[config.mk]
export PLATFORM = sky130hd
export DESIGN_NAME = adc_bringup_seq
export DESIGN_NICKNAME = d
export VERILOG_FILES = /design/src/rtl/bup_pkg.sv /design/src/rtl/bup_timer.sv /design/src/rtl/bup_id_decode.sv /design/src/rtl/bup_cfg_pack.sv /design/src/rtl/adc_bringup_seq.sv
export SDC_FILE = /design/constraint.sdc
export NUM_CORES = 1
export LEC_CHECK = 0
export BUFFER_PORTS_ARGS = -buffer_cell sky130_fd_sc_hd__buf_2
export CORE_ASPECT_RATIO = 0.8
export CORE_UTILIZATION = 50
export DETAILED_ROUTE_END_ITERATION = 16
export GPL_ROUTABILITY_DRIVEN = 0
export PLACE_DENSITY_LB_ADDON = 0.1
export SLEW_MARGIN = 30
export SYNTH_ARGS = -nofsm -noshare
export SYNTH_HDL_FRONTEND = slang
export SYNTH_SLANG_ARGS = --single-unit
[constraint.sdc]
create_clock -name clk -period 2.4 [get_ports clk]
set_clock_uncertainty 0.15 [all_clocks]
set_input_delay 0.24 -clock clk [delete_from_list [all_inputs] [get_ports clk]]
set_output_delay 0.24 -clock clk [all_outputs]
set_load 0.03 [all_outputs]
[src/rtl/bup_pkg.sv]
package bup_pkg;

   typedef enum logic [3:0] {
      ST_HOLD,
      ST_RSTCMD,
      ST_SETTLE,
      ST_HALT,
      ST_IDRD,
      ST_CFG2,
      ST_CFG3,
      ST_READY,
      ST_FAIL
   } bup_state_e;

   // opcodes decoded by the converter
   localparam logic [7:0] OP_SOFT_RESET = 8'h06;
   localparam logic [7:0] OP_STOP_RDC   = 8'h11;
   localparam logic [7:0] OP_REG_READ   = 8'h20;
   localparam logic [7:0] OP_REG_WRITE  = 8'h40;

   // register addresses inside the converter
   localparam logic [4:0] ADR_IDENT = 5'd0;
   localparam logic [4:0] ADR_TSIG  = 5'd2;
   localparam logic [4:0] ADR_REFC  = 5'd3;

   // accepted family codes (ID bits 7:3), R family in the upper slot
   localparam int          FAM_N     = 2;
   localparam logic [9:0]  FAM_LIST  = {5'b11010, 5'b10010};
   localparam int          FAM_R_IDX = 1;

   typedef struct packed {
      logic       req;
      logic       is_reg;
      logic [7:0] op;
      logic [7:0] arg;
   } bup_cmd_t;

endpackage

[src/rtl/bup_timer.sv]
module bup_timer #(
   parameter int W = 7
) (
   input  logic         clk,
   input  logic         rst_n,
   input  logic         clear,
   input  logic [W-1:0] last,
   output logic         expired
);

   logic [W-1:0] cnt_q;

   generate
      if (W < 1) begin : g_bad_w
         $error("bup_timer: W must be at least 1");
      end
   endgenerate

   assign expired = (cnt_q == last);

   always_ff @(posedge clk) begin
      if (!rst_n) begin
         cnt_q <= '0;
      end else if (clear) begin
         cnt_q <= '0;
      end else if (!expired) begin
         cnt_q <= cnt_q + 1'b1;
      end
   end

endmodule

[src/rtl/bup_id_decode.sv]
module bup_id_decode #(
   parameter int                CHAN_W = 5,
   parameter int                NFAM   = 2,
   parameter logic [NFAM*5-1:0] CODES  = {5'b11010, 5'b10010},
   parameter int                R_IDX  = 1
) (
   input  logic [7:0]        id,
   output logic              known,
   output logic              variant,
   output logic [CHAN_W-1:0] chans
);

   logic [NFAM-1:0] hit;

   generate
      if (CHAN_W < 5) begin : g_bad_cw
         $error("bup_id_decode: CHAN_W too narrow for 18 channels");
      end
      if (R_IDX >= NFAM) begin : g_bad_ridx
         $error("bup_id_decode: R_IDX out of range");
      end
      for (genvar i = 0; i < NFAM; i++) begin : g_fam
         assign hit[i] = (id[7:3] == CODES[i*5 +: 5]);
      end
   endgenerate

   assign known   = |hit;
   assign variant = hit[R_IDX];
   assign chans   = CHAN_W'(4) + CHAN_W'({id[2:0], 1'b0});

endmodule

[src/rtl/bup_cfg_pack.sv]
module bup_cfg_pack (
   input  logic       int_ref,
   input  logic       supply_hi,
   output logic [7:0] tsig_val,
   output logic [7:0] refc_val
);

   // test signal: reserved bit, internal source, doubled amplitude, fast rate
   assign tsig_val = 8'b0101_0101;

   always_comb begin
      refc_val    = 8'b0100_0000;
      refc_val[7] = int_ref;
      refc_val[5] = int_ref & supply_hi;
   end

endmodule

[src/rtl/adc_bringup_seq.sv]
module adc_bringup_seq
   import bup_pkg::*;
#(
   parameter int DCLK_DIV    = 4,
   parameter int RST_DCLK    = 2,
   parameter int SETTLE_DCLK = 18,
   parameter int CHAN_W      = 5
) (
   input  logic              clk,
   input  logic              rst_n,
   input  logic              pin_present,
   input  logic              int_ref,
   input  logic              supply_hi,
   output logic              adc_reset,
   output logic              cmd_req,
   output logic              cmd_reg,
   output logic [7:0]        cmd_byte,
   output logic [7:0]        cmd_arg,
   input  logic              cmd_ack,
   input  logic [7:0]        cmd_rdata,
   output logic              ready,
   output logic              error,
   output logic [CHAN_W-1:0] chan_count,
   output logic              variant_r
);

   localparam int HOLD_CYC   = DCLK_DIV * RST_DCLK;
   localparam int SETTLE_CYC = DCLK_DIV * SETTLE_DCLK;
   localparam int LONGEST    = (HOLD_CYC > SETTLE_CYC) ? HOLD_CYC : SETTLE_CYC;
   localparam int TMR_W      = $clog2(LONGEST + 1);

   generate
      if (DCLK_DIV < 1) begin : g_bad_div
         $error("adc_bringup_seq: DCLK_DIV must be positive");
      end
      if (RST_DCLK < 2) begin : g_bad_rst
         $error("adc_bringup_seq: reset pulse must span two device clocks");
      end
      if (SETTLE_DCLK < 1) begin : g_bad_settle
         $error("adc_bringup_seq: SETTLE_DCLK must be positive");
      end
   endgenerate

   bup_state_e        state_q, state_d;
   logic              tmr_clear, tmr_done;
   logic [TMR_W-1:0]  tmr_last;
   logic              id_known, id_variant;
   logic [CHAN_W-1:0] id_chans;
   logic [7:0]        tsig_val, refc_val;
   logic [7:0]        refc_q;
   logic [CHAN_W-1:0] chan_q;
   logic              var_q;
   bup_cmd_t          cmd;
   logic              id_take;

   bup_timer #(.W(TMR_W)) u_tmr (
      .clk     (clk),
      .rst_n   (rst_n),
      .clear   (tmr_clear),
      .last    (tmr_last),
      .expired (tmr_done)
   );

   bup_id_decode #(
      .CHAN_W (CHAN_W),
      .NFAM   (FAM_N),
      .CODES  (FAM_LIST),
      .R_IDX  (FAM_R_IDX)
   ) u_dec (
      .id      (cmd_rdata),
      .known   (id_known),
      .variant (id_variant),
      .chans   (id_chans)
   );

   bup_cfg_pack u_cfg (
      .int_ref   (int_ref),
      .supply_hi (supply_hi),
      .tsig_val  (tsig_val),
      .refc_val  (refc_val)
   );

   // wait length for the two timed states
   always_comb begin
      case (state_q)
         ST_HOLD:   tmr_last = TMR_W'(HOLD_CYC - 1);
         ST_SETTLE: tmr_last = TMR_W'(SETTLE_CYC - 1);
         default:   tmr_last = '0;
      endcase
   end

   always_comb begin
      state_d = state_q;
      case (state_q)
         ST_HOLD:   if (tmr_done) state_d = pin_present ? ST_SETTLE : ST_RSTCMD;
         ST_RSTCMD: if (cmd_ack)  state_d = ST_SETTLE;
         ST_SETTLE: if (tmr_done) state_d = ST_HALT;
         ST_HALT:   if (cmd_ack)  state_d = ST_IDRD;
         ST_IDRD:   if (cmd_ack)  state_d = id_known ? ST_CFG2 : ST_FAIL;
         ST_CFG2:   if (cmd_ack)  state_d = ST_CFG3;
         ST_CFG3:   if (cmd_ack)  state_d = ST_READY;
         ST_READY:  state_d = ST_READY;
         ST_FAIL:   state_d = ST_FAIL;
         default:   state_d = ST_FAIL;
      endcase
   end

   assign tmr_clear = (state_d != state_q);
   assign id_take   = (state_q == ST_IDRD) && cmd_ack && id_known;

   always_ff @(posedge clk) begin
      if (!rst_n) begin
         state_q <= ST_HOLD;
      end else begin
         state_q <= state_d;
      end
   end

   always_ff @(posedge clk) begin
      if (!rst_n) begin
         chan_q <= '0;
         var_q  <= 1'b0;
         refc_q <= '0;
      end else if (id_take) begin
         chan_q <= id_chans;
         var_q  <= id_variant;
         refc_q <= refc_val;
      end
   end

   // command formation from the current step
   always_comb begin
      cmd = '0;
      case (state_q)
         ST_RSTCMD: begin
            cmd.req = 1'b1;
            cmd.op  = OP_SOFT_RESET;
         end
         ST_HALT: begin
            cmd.req = 1'b1;
            cmd.op  = OP_STOP_RDC;
         end
         ST_IDRD: begin
            cmd.req    = 1'b1;
            cmd.is_reg = 1'b1;
            cmd.op     = OP_REG_READ | {3'b000, ADR_IDENT};
         end
         ST_CFG2: begin
            cmd.req    = 1'b1;
            cmd.is_reg = 1'b1;
            cmd.op     = OP_REG_WRITE | {3'b000, ADR_TSIG};
            cmd.arg    = tsig_val;
         end
         ST_CFG3: begin
            cmd.req    = 1'b1;
            cmd.is_reg = 1'b1;
            cmd.op     = OP_REG_WRITE | {3'b000, ADR_REFC};
            cmd.arg    = refc_q;
         end
         default: cmd = '0;
      endcase
   end

   assign cmd_req    = cmd.req;
   assign cmd_reg    = cmd.is_reg;
   assign cmd_byte   = cmd.op;
   assign cmd_arg    = cmd.arg;
   assign adc_reset  = (state_q == ST_HOLD) && pin_present;
   assign ready      = (state_q == ST_READY);
   assign error      = (state_q == ST_FAIL);
   assign chan_count = chan_q;
   assign variant_r  = var_q;

endmodule

[Word level (Yosys, flattened, before mapping)]
Index checks and enable logic that the tools add are counted.
Word-level totals
  register bits: 20
  input port bits: 14
  output and inout bits: 27
  logic and storage cells: 44
Cells by class
  add/sub/neg operators: 2
  eq/ne operators: 12
  multiplexer cells: 15
  bitwise operators: 2
  reductions and logical operators: 8
Operators with widths (number)
  $pmux W7 S5: 1
  $mux W4: 8
  $pmux W4 S8: 1
  $eq A4 B3 Y1 const B: 4
  $pmux W8 S2: 1
  $pmux W7 S2: 1
  $eq A5 B5 Y1 const B: 2
  $eq A4 B2 Y1 const B: 2
  $add A7 B1 Y7 const B: 1
  $eq A7 B7 Y1: 1
  $add A3 B4 Y5 const A: 1
  $reduce_or A5 Y1: 1
  $eq A4 B1 Y1 const B: 1
  $eq A4 B4 Y1 const B: 1
  $logic_not A4 Y1: 1
  $ne A4 B4 Y1: 1
  $reduce_or A2 Y1: 2
  $logic_and A1 B1 Y1: 3
  $reduce_or A3 Y1: 1
  $mux W1: 2
  $mux W2: 1
  $and A1 B1 Y1: 1
  $not A1 Y1: 1

[Logic depth before layout (Yosys ltp)]
  word-level depth: 7
  gate-level depth with buffers: 7
  depth with buffers taken out: 5

[Hierarchy]
A second synthesis with hierarchy kept.
Unflattened totals
  cells, all modules: 229
  area, all modules: 1815.5 um2
Modules (own cells, without submodules)
  adc_bringup_seq: times used 1, cells each 151, area an instance 1157.4 um2
  bup_timer: times used 1, cells each 53, area an instance 478.0 um2
  bup_cfg_pack: times used 1, cells each 18, area an instance 126.4 um2
  bup_id_decode: times used 1, cells each 7, area an instance 53.8 um2

[Least setup slack after synthesis]
Ideal clock, no wire load.
  kind: register to output
  from: register state_q[3]
  to: output port error
  arrival time: 1760 ps
  path slack: 250 ps
  cell stages (with the launch flop): 4
  buffers on the path: 2
  cell sequence: dfxtp_1 buf_4 clkbuf_1 nor4b_1
On the way
  word-level cells in the longest chain between the ends: 1
RTL lines
  start, declared: line adc_bringup_seq.sv:44  | bup_state_e state_q, state_d;
  start signal, assigned: line adc_bringup_seq.sv:115  | state_q <= state_d;
  $eq A4 B4 Y1: line adc_bringup_seq.sv:170  | assign error = (state_q == ST_FAIL);
  end, declared: line adc_bringup_seq.sv:22  | output logic error,
No other way between the ends.

[Worst setup path in the final report]
  from: register state_q[1]
  to: register u_tmr.cnt_q[2]
On the way
  word-level cells in the longest chain between the ends: 7
  elaborated cells between the ends (all ways): 20
  classes of those cells: eq/ne: 9; mux: 9; reduce/logical: 2
RTL lines
  $eq A4 B2 Y1 / $logic_not A4 Y1 (equally long branches): line adc_bringup_seq.sv:85, adc_bringup_seq.sv:94
  $pmux W7 S2: line adc_bringup_seq.sv:85  | case (state_q)
  $eq A7 B7 Y1: line bup_timer.sv:19  | assign expired = (cnt_q == last);
  $mux W4 (on tied branches): line adc_bringup_seq.sv:97, adc_bringup_seq.sv:95
  $pmux W4 S8: line adc_bringup_seq.sv:94  | case (state_q)
  $ne A4 B4 Y1: line adc_bringup_seq.sv:108  | assign tmr_clear = (state_d != state_q);
  $reduce_or A2 Y1 (no source line)
  end signal, assigned: line bup_timer.sv:27  | cnt_q <= cnt_q + 1'b1;
  end, declared: line bup_timer.sv:11  | logic [W-1:0] cnt_q;
Parallel ways exist; a longest one is shown, timed or not.
A chain may end at the register's enable or synchronous reset.

==> impl_results.md <==
- Failing checks: design-rule violations
- Root buffer cell: clkbuf_4
- Global route overflow: 0
- Die height: approximately 47 µm
- Syn Inst Count: 155
- Worst Setup SP: state_q[1]$_SDFF_PN0_
- DR WL/cell: around 12 µm
- Fin worst setup slack: 0.245 ns
- Crit start category: register
- Post-CTS Hold Fix Bufs: 0
- Min Tclk post-route: approximately 2.2 ns
- Worst ir drop on vdd: between 0.0003 and 0.0004 V
- Tcrit/Tclk final: 0.898
- Postcts setup bufs: 0
- CP Capture Type: register
- Fin cells: 208
- Slew @ Worst Pin: approximately 0.51 ns
- Crit path DAT: around 2.2 ns
- Placed Area: 1390 µm²
- Clock sinks: 19
- Status: complete, but fails checks
- Largest net degree at the start of global routing: 21
- Htree depth: 1
- Detailed Place HPWL: ~1900 µm
- Synth warnings: 0
- Antenna Nets Post-Route: 0
- Syn-to-layout area delta: 12.9%
- Clk Latency, worst-skew pair: about 0.30 ns
- Final Power: approximately 560 µW
- Via count: 1144
- Vias in the first global route: 948
- P_leak: 0.000647 µW
- Row count: 15
- Final WL: 2550 µm
- Relative slew slack: 0.662
- Placement Setup Slack: roughly 0.29 ns
- Achievable Freq: ~460 MHz
- Initial Util: 0.557
- Core area: roughly 2300 µm²
- Commonest non-fill, non-tap cells in the layout: buf_2 (35), dfxtp_1 (19), nor2_1 (14)
- TritonCTS Buffers: 3
- Design area: roughly 1400 µm²
- Nets: 200
- Slew Viols, Final: 0
- CP required: ~2.5 ns
- DRC: 1
- Final hold vios: 0
- Worst Path Class, Setup: reg2reg
- Die width: slightly below 60 µm
- PD cells: just under 400 nW/µm²
- Die area: 2720 µm²
- Post-CTS sizing: 0
- Fraction of layout cells with a size suffix above 1: 0.290
- # port buffers: 35
- Seq/Total Area, Yosys: 0.303
- Post-synth top area cell: dfxtp_1
- Post-synth top area share: 0.303
- R2R Path Start: state_q[1]$_SDFF_PN0_
- HP Class: in2reg
- Setup TNS Final: 0 ns
- Worst Path Max Fanout: 20
- Clock tree buffer depth: 2
- Synthesized area: between 1000 and 1500 µm²
- Clock slew at reported path FFs: around 0.12 ns
- Max-Cap Viols: 0
- Dpl cells: 204
- DR vias/cell: approximately 5.5
- Most common cell after layout, fill and taps aside: buf_2
- Syn avg cell area: about 8 µm²
- Top post-synthesis cells by area: dfxtp_1 (30%), a21oi_1 (5.2%), mux2i_1 (4.8%)
- Setup Viol. Count Final: 0
- Hold_sp: cmd_rdata[6]
- Total Routing Usage GR: 0.205
- Unrepaired setup endpoints after global routing: no
- 1st-iter DRT viols: 63
- DR pass1 iterations: 10
- First-pass GRT wire length: between 4000 and 5000 µm
- # diodes: 0
- #FFs+latches synth: 19
- Distinct cells, synth: 46
- CTS tree: built
- Initial antenna violation count: 0
- Ports: 41
kinds of logic after synthesis:
| logic type | synth area share |
|---|---|
| buf+inv | 0.111 |
| mux | 0.0568 |
| flops | 0.303 |
| xor+xnor | 0.0419 |
| simple gates | 0.328 |
| other cells | 0.00299 |
| fa+ha+maj | 0.0199 |
| compound gates | 0.137 |
final cells by class:
type / instances / area, µm²
clock buffers: 3 / 22.5
clock inverters: 1 / 7.51
fillers: 210 / 836
inverters: 5 / 18.8
multi-input cells: 116 / 751
flip-flops and latches: 19 / 380
well taps: 25 / 31.3
repair buffers: 39 / 205
synthesized netlist by cell type (all sizes together):
master / instances
nor2b: 8
dfxtp: 19
nor3: 8
ha: 2
nor4: 1
a211o: 1
nor3b: 1
o21a: 3
nor2: 14
or3: 1
o2111ai: 1
and3: 5
o32a: 1
a21oi: 13
nand3: 4
buf: 15
and4b: 1
and2: 2
xor2: 3
o22ai: 1
nand2: 10
inv: 5
a211oi: 1
o21ai: 4
clkbuf: 4
or4b: 1
conb: 1
or2: 2
xnor2: 3
mux2i: 6
mux2: 1
nand3b: 1
o211ai: 1
a31oi: 1
a21boi: 1
nand2b: 3
nand4: 1
and4: 1
and4bb: 1
nor4b: 3
path summary, 6_finish.rpt:
check,depth (start not counted),slack (ns),to
hold reg to reg,2,0.32,refc_q[6]$_SDFFE_PN0P_
hold / removal,3,0.05,variant_r$_SDFFE_PN0P_
setup / recovery,6,0.25,u_tmr.cnt_q[2]$_SDFFE_PP0N_
setup reg to reg,6,0.25,u_tmr.cnt_q[2]$_SDFFE_PP0N_
report_power, final:
part           switching [µW]  internal (µW)  total, µW
Combinational            36.3           23.8       60.1
Sequential               6.16            321        327
Clock                     107           63.4        170
Total                     149            408        557
per-layer routing:
layer / part of all wire / GRT usage
met1: 0.48 / 0.266
met2: 0.45 / 0.349
met3: 0.057 / 0.0579
met4: 0.0047 / 0.0429
met5: 0 / 0
registers in the layout, summed over array words and instances (netlist names):
signal and cells:
chan_count 4, u_tmr.cnt_q 7, refc_q 3, state_q 4, variant_r 1
critical path, cell delays in order, from the launching register on:
cell and delay, ns:
dfxtp_1 0.39, buf_4 0.25, nor4b_4 0.26, xnor2_1 0.13
and3_1 0.28, or3_2 0.44, a21oi_1 0.17
through the flow:
step / util / hold WS, ns
2_1_floorplan: - / 0.244
3_3_place_gp: 0.616 / 0.302
3_5_place_dp: 0.616 / 0.308
4_1_cts: 0.629 / 0.0299
5_1_grt: 0.629 / 0.0287
6_report: 0.629 / 0.0507
Note: power is estimated with default switching activity, not from simulation.
